### config.mk
export PLATFORM = sky130hd
export DESIGN_NAME = cnf_oracle
export DESIGN_NICKNAME = d
export VERILOG_FILES = /design/src/rtl/cnf_oracle_pkg.sv /design/src/rtl/cnf_clause_bank.sv /design/src/rtl/cnf_sweep_ctrl.sv /design/src/rtl/cnf_sweep_datapath.sv /design/src/rtl/cnf_oracle.sv
export SDC_FILE = /design/constraint.sdc
export NUM_CORES = 1
export LEC_CHECK = 0
export BUFFER_PORTS_ARGS = -buffer_cell sky130_fd_sc_hd__buf_2
export CAP_MARGIN = 10
export CORE_MARGIN = 3
export CORE_UTILIZATION = 60
export DETAILED_ROUTE_END_ITERATION = 10
export PLACE_DENSITY = 0.86
export REMOVE_ABC_BUFFERS = 1
export SLEW_MARGIN = 20
export SYNTH_ARGS = -nofsm -noshare
export SYNTH_HDL_FRONTEND = slang
export SYNTH_SLANG_ARGS = --single-unit
### constraint.sdc
create_clock -name clk -period 2.4 [get_ports clk]
set_input_delay 0.24 -clock clk [delete_from_list [all_inputs] [get_ports clk]]
set_output_delay 0.24 -clock clk [all_outputs]
set_load 0.05 [all_outputs]
### src/rtl/cnf_oracle_pkg.sv
package cnf_oracle_pkg;

  typedef enum logic [1:0] {
    ST_IDLE = 2'd0,
    ST_RUN  = 2'd1,
    ST_DONE = 2'd2
  } sweepState_e;

  // strobes from control to datapath
  typedef struct packed {
    logic wrAllow;  // clause storage may be written
    logic clear;    // begin a sweep: reset counter and accumulators
    logic step;     // evaluate current assignment and advance
  } ctrlStrobe_t;

endpackage

### src/rtl/cnf_clause_bank.sv
module cnf_clause_bank #(
  parameter int NUM_VARS    = 8,
  parameter int NUM_CLAUSES = 8,
  localparam int IDX_W      = $clog2(NUM_CLAUSES)
) (
  input  logic                clk,
  input  logic                rstN,
  input  logic                wrAllow,
  input  logic                wrEn,
  input  logic [IDX_W-1:0]    wrIdx,
  input  logic [NUM_VARS-1:0] wrPos,
  input  logic [NUM_VARS-1:0] wrNeg,
  input  logic                wrValid,
  input  logic [NUM_VARS-1:0] trialAssign,
  output logic                allSat
);

  logic [NUM_CLAUSES-1:0] slotOk;

  for (genvar k = 0; k < NUM_CLAUSES; k++) begin : g_slot
    logic [NUM_VARS-1:0] posMask;
    logic [NUM_VARS-1:0] negMask;
    logic                slotValid;
    logic                slotWe;

    assign slotWe = wrAllow && wrEn && (wrIdx == IDX_W'(k));

    always_ff @(posedge clk or negedge rstN) begin
      if (!rstN) begin
        posMask   <= '0;
        negMask   <= '0;
        slotValid <= 1'b0;
      end else if (slotWe) begin
        posMask   <= wrPos;
        negMask   <= wrNeg;
        slotValid <= wrValid;
      end
    end

    assign slotOk[k] = !slotValid ||
                       (|((posMask & trialAssign) | (negMask & ~trialAssign)));
  end

  assign allSat = &slotOk;

endmodule

### src/rtl/cnf_sweep_ctrl.sv
module cnf_sweep_ctrl
  import cnf_oracle_pkg::*;
(
  input  logic        clk,
  input  logic        rstN,
  input  logic        start,
  input  logic        lastHit,
  output ctrlStrobe_t strobe,
  output logic        busy,
  output logic        done
);

  sweepState_e state;
  sweepState_e stateNext;
  logic        startOk;

  assign startOk = start && (state != ST_RUN);

  always_comb begin
    stateNext = state;
    unique case (state)
      ST_IDLE: if (startOk) stateNext = ST_RUN;
      ST_RUN:  if (lastHit) stateNext = ST_DONE;
      ST_DONE: if (startOk) stateNext = ST_RUN;
      default: stateNext = ST_IDLE;
    endcase
  end

  always_ff @(posedge clk or negedge rstN) begin
    if (!rstN) state <= ST_IDLE;
    else       state <= stateNext;
  end

  assign strobe.wrAllow = (state != ST_RUN);
  assign strobe.clear   = startOk;
  assign strobe.step    = (state == ST_RUN);
  assign busy           = (state == ST_RUN);
  assign done           = (state == ST_DONE);

endmodule

### src/rtl/cnf_sweep_datapath.sv
module cnf_sweep_datapath
  import cnf_oracle_pkg::*;
#(
  parameter int NUM_VARS    = 8,
  parameter int NUM_CLAUSES = 8,
  localparam int IDX_W      = $clog2(NUM_CLAUSES),
  localparam int ACT_W      = $clog2(NUM_VARS + 1)
) (
  input  logic                clk,
  input  logic                rstN,
  input  ctrlStrobe_t         strobe,
  input  logic                wrEn,
  input  logic [IDX_W-1:0]    wrIdx,
  input  logic [NUM_VARS-1:0] wrPos,
  input  logic [NUM_VARS-1:0] wrNeg,
  input  logic                wrValid,
  input  logic [ACT_W-1:0]    activeVars,
  output logic                lastHit,
  output logic                satSeen,
  output logic [NUM_VARS-1:0] andAcc,
  output logic [NUM_VARS-1:0] orAcc,
  output logic [NUM_VARS-1:0] activeMask
);

  logic [NUM_VARS-1:0] trialCnt;
  logic [NUM_VARS-1:0] maskNext;
  logic                allSat;

  cnf_clause_bank #(
    .NUM_VARS   (NUM_VARS),
    .NUM_CLAUSES(NUM_CLAUSES)
  ) u_bank (
    .clk        (clk),
    .rstN       (rstN),
    .wrAllow    (strobe.wrAllow),
    .wrEn       (wrEn),
    .wrIdx      (wrIdx),
    .wrPos      (wrPos),
    .wrNeg      (wrNeg),
    .wrValid    (wrValid),
    .trialAssign(trialCnt),
    .allSat     (allSat)
  );

  // low-A mask; also the last assignment index 2^A-1; A clamps to NUM_VARS
  always_comb begin
    for (int i = 0; i < NUM_VARS; i++) begin
      maskNext[i] = (int'(activeVars) > i);
    end
  end

  assign lastHit = (trialCnt == activeMask);

  always_ff @(posedge clk or negedge rstN) begin
    if (!rstN) begin
      trialCnt   <= '0;
      activeMask <= '0;
      satSeen    <= 1'b0;
      andAcc     <= '1;
      orAcc      <= '0;
    end else if (strobe.clear) begin
      trialCnt   <= '0;
      activeMask <= maskNext;
      satSeen    <= 1'b0;
      andAcc     <= '1;
      orAcc      <= '0;
    end else if (strobe.step) begin
      if (!lastHit) trialCnt <= trialCnt + 1'b1;
      if (allSat) begin
        satSeen <= 1'b1;
        andAcc  <= andAcc & trialCnt;
        orAcc   <= orAcc | trialCnt;
      end
    end
  end

endmodule

### src/rtl/cnf_oracle.sv
module cnf_oracle
  import cnf_oracle_pkg::*;
#(
  parameter int NUM_VARS    = 8,
  parameter int NUM_CLAUSES = 8,
  localparam int IDX_W      = $clog2(NUM_CLAUSES),
  localparam int ACT_W      = $clog2(NUM_VARS + 1)
) (
  input  logic                clk,
  input  logic                rstN,
  input  logic                wrEn,
  input  logic [IDX_W-1:0]    wrIdx,
  input  logic [NUM_VARS-1:0] wrPos,
  input  logic [NUM_VARS-1:0] wrNeg,
  input  logic                wrValid,
  input  logic                start,
  input  logic [ACT_W-1:0]    activeVars,
  output logic                busy,
  output logic                done,
  output logic                satFound,
  output logic [NUM_VARS-1:0] forcedTrue,
  output logic [NUM_VARS-1:0] forcedFalse
);

  ctrlStrobe_t         strobe;
  logic                lastHit;
  logic                satSeen;
  logic [NUM_VARS-1:0] andAcc;
  logic [NUM_VARS-1:0] orAcc;
  logic [NUM_VARS-1:0] activeMask;
  logic                report;

  cnf_sweep_ctrl u_ctrl (
    .clk    (clk),
    .rstN   (rstN),
    .start  (start),
    .lastHit(lastHit),
    .strobe (strobe),
    .busy   (busy),
    .done   (done)
  );

  cnf_sweep_datapath #(
    .NUM_VARS   (NUM_VARS),
    .NUM_CLAUSES(NUM_CLAUSES)
  ) u_dp (
    .clk       (clk),
    .rstN      (rstN),
    .strobe    (strobe),
    .wrEn      (wrEn),
    .wrIdx     (wrIdx),
    .wrPos     (wrPos),
    .wrNeg     (wrNeg),
    .wrValid   (wrValid),
    .activeVars(activeVars),
    .lastHit   (lastHit),
    .satSeen   (satSeen),
    .andAcc    (andAcc),
    .orAcc     (orAcc),
    .activeMask(activeMask)
  );

  assign report      = done && satSeen;
  assign satFound    = done && satSeen;
  assign forcedTrue  = report ? (andAcc & activeMask) : '0;
  assign forcedFalse = report ? (~orAcc & activeMask) : '0;

endmodule

==> results.py <==
metrics = {
    "placement": {
        "dp_hpwl_um": 11900,
        "place_area_mm2": 0.00814,
        "gp_congestion": 0.869,
        "io_buffers": 46,
        "place_ws_ps": 76.1,
    },
    "logic_synthesis": {
        "synth-simple-area-share_pct": 7.71,
        "ys_seq_area_share_pct": 55.3,
        "synth_edf_count": 0,
        "synth_top_flop_cell": "dfrtp_1",
        "netlist_area_mm2": 0.00775,
        "yosys.area.top_type_share_pct": 52.6,
        "synth_cells": 580,
        "ys_top_cells_by_area": "dfrtp_1, mux2_2, mux2i_1",
        "synth_compound_area_share_pct": 3.92,
        "synth-seq-cells": 171,
        "synthMuxAreaShare_pct": 28.0,
        "ys_warn_count": 0,
        "synthArstFlopShare_pct": 100,
        "synth_commonest_cells": "dfrtp_1, mux2_2, mux2i_1",
        "postSynthAreaPerCell_um2": 13.4,
        "synthXorXnorAreaFrac_pct": 1.47,
        "synth_cell_types": 45,
        "yosysTopAreaCell": "dfrtp_1",
        "yosys.cell_count.top_type": "dfrtp_1",
        "synth_top_family_by_area": "multiplexers",
        "synthAdderAreaFrac_pct": 0.161,
    },
    "final_layout": {
        "antennaDiodeCount": 0,
        "design_area_mm2": 0.00870,
        "nets": 658,
        "drive_above_1_share_pct": 40.4,
        "area_growth_pct": 12.2,
    },
    "clocking": {
        "cts_buffer_depth": 2,
        "clock_sink_count": 171,
        "cts-root-buf": "clkbuf_16",
        "worstSkewPairLatency_ps": 430,
        "clk_pin_slew_worst_paths_ps": 60,
        "cts_tree": "built",
        "h-tree-depth": 4,
        "cts_setup_buffers": 0,
        "cts_made_buffers": 17,
    },
    "worst_setup_path": {
        "path_cells": "buf_4 -> xor2_1 -> nor4_1 -> a21o_1 -> nor4_1 -> xnor2_1 -> nor2_1",
        "arrival_ps": 2550,
        "slowest_delay_ps": 570,
        "cpMaxStageDelayCell": "dfrtp_1",
        "path_common_cell": "nor4_1",
        "crit_fanout": 10,
        "endpoint_kind": "flop",
        "cp.required_ps": 2700,
        "crit_path_start_kind": "flop",
        "worstSetupPathType": "reg -> reg",
    },
    "floorplanning": {
        "fp-row-count": 40,
        "die_h_um": 120,
        "num_io_pins": 47,
        "dieArea_mm2": 0.0143,
        "die_w_um": 120,
        "design.core.area_mm2": 0.0123,
        "start_util_pct": 63.0,
    },
    "route": {
        "wirelength_um": 17500,
        "drtIter0Drc": 542,
        "vias_per_cell": 6.14,
        "drc": 0,
        "via_count": 4968,
        "drt_pass1_iterations": 5,
        "wl_per_cell_um": 21.7,
        "ant_nets": 0,
    },
    "global_route": {
        "grt_pass1_vias": 5204,
        "grt_overflow": 0,
        "met1_usage_pct": 32.8,
        "grt_max_degree": 66,
        "grt_use_met2_pct": 43.5,
        "track_usage_pct": 25.9,
        "antenna_found_initial": 0,
        "grt_pass1_wl_um": 28300,
        "globalRoute.busiestLayer": "met2",
        "grt_util_met3_pct": 5.61,
    },
    "outcome": {
        "outcome": "finished clean",
    },
    "timing": {
        "fmax_mhz": 445,
        "slew_headroom_pct": 52.0,
        "skew_ps": 8.54,
        "hold_violations": 0,
        "setup_viol": 0,
        "setup_slack_ps": 154,
        "period_share_pct": 93.6,
        "tightestPinTransition_ps": 718,
        "period_minus_slack_ps": 2250,
        "slew_viol_final": 0,
    },
    "worst_hold_path": {
        "hold_path_class": "in -> reg",
    },
    "power": {
        "p_leak_nw": 4.13,
        "p_per_area_mw_per_mm2": 1180,
        "irDropWorstVdd_uv": 586,
    },
    "flow_run": {
        "maxCapViolations": 0,
    },
}
[where the power goes]
part	internal, mW	switching (mW)
Sequential	3.97	0.939
Combinational	1.47	1.35
Clock	1.48	1.05
[kinds of logic (layout without fill, tap and decap cells)]
logic type                 after synthesis  count (layout)
adders and majority gates                1               1
muxes                                  200             200
buffers and inverters                   42             103
AOI/OAI and AO/OA                       39              39
xor gates and xnor gates                13              13
and+or+nand+nor                        114             114
DFF                                    171             171
[metrics by stage]
step                      total power [mW]  TNS [ps]  utilization, %  cells  hold slack [ps]
after global placement                7.49         0            66.1    777              261
after global routing                  10.8     -6.97            70.7    809             87.0
after floorplan                       6.59     -6420               -    544            -55.6
final                                 10.3         0            70.7    809             82.1
after CTS                             10.3         0            70.7    809             71.8
after detailed placement              7.69         0            66.1    777              268
[path summary, 6_finish.rpt]
check,from,to,slack (ps),cells past startpoint
max reg2reg,u_dp.trialCnt[4]$_DFFE_PN0P_,u_dp.trialCnt[7]$_DFFE_PN0P_,150,7
min,activeVars[0],u_dp.activeMask[0]$_DFFE_PN0P_,80,2
min in group asynchronous,rstN,u_dp.activeMask[2]$_DFFE_PN0P_,370,2
max in group asynchronous,rstN,u_dp.u_bank.g_slot[6].negMask[6]$_DFFE_PN0P_,1330,3
max,u_dp.trialCnt[4]$_DFFE_PN0P_,u_dp.trialCnt[7]$_DFFE_PN0P_,150,7
min reg2reg,u_dp.satSeen$_DFFE_PN0P_,u_dp.satSeen$_DFFE_PN0P_,490,2
[flip-flops by register name (all words and copies together), names as in the netlist]
| signal | flops |
|---|---|
| u_dp.satSeen | 1 |
| u_dp.u_bank.g_slot.posMask | 64 |
| u_dp.u_bank.g_slot.slotValid | 8 |
| u_dp.orAcc | 8 |
| u_dp.andAcc | 8 |
| u_dp.trialCnt | 8 |
| u_ctrl.state | 2 |
| u_dp.u_bank.g_slot.negMask | 64 |
| u_dp.activeMask | 8 |
[cell type report]
cell class / count / area (um^2)
well taps: 168 / 210
clock inverters: 6 / 36.3
clock buffers: 25 / 515
fillers: 821 / 3610
multi-input cells: 367 / 3200
inverters: 6 / 22.5
flip-flops and latches: 171 / 4290
repair buffers: 66 / 427
[repair_timing]
action                                  in CTS  in global routing
resized for setup                            0                  3
hold buffers                                 1                  0
hold endpoints to repair                    54                  0
endpoints found under the setup margin       0                 19
[per-layer routing]
| layer | up-vias | wire, um |
|---|---|---|
| li1 | 2173 | - |
| met1 | 2595 | 7340 |
| met2 | 163 | 8740 |
| met3 | 37 | 925 |
| met4 | 0 | 530 |
| met5 | - | 0 |
[critical path, delay by kind of cell, from the launching register on]
family / cells / cell delay [ps]
buf+inv: 1 / 250
xor+xnor: 2 / 340
flops: 1 / 570
compound gates: 1 / 370
simple gates: 3 / 590
[cell usage in the layout, fill, tap and decap left out, types with 9 or more instances in the layout]
cell type	netlist	layout
and3_1	9	9
buf_2	10	45
buf_4	9	16
clkbuf_16	0	17
dfrtp_1	163	161
mux2_2	136	136
mux2i_1	64	64
nand2_1	39	39
nand4_1	16	16
nor2_1	26	26
o21ai_0	14	14
Note: power is estimated with default switching activity, not from simulation.
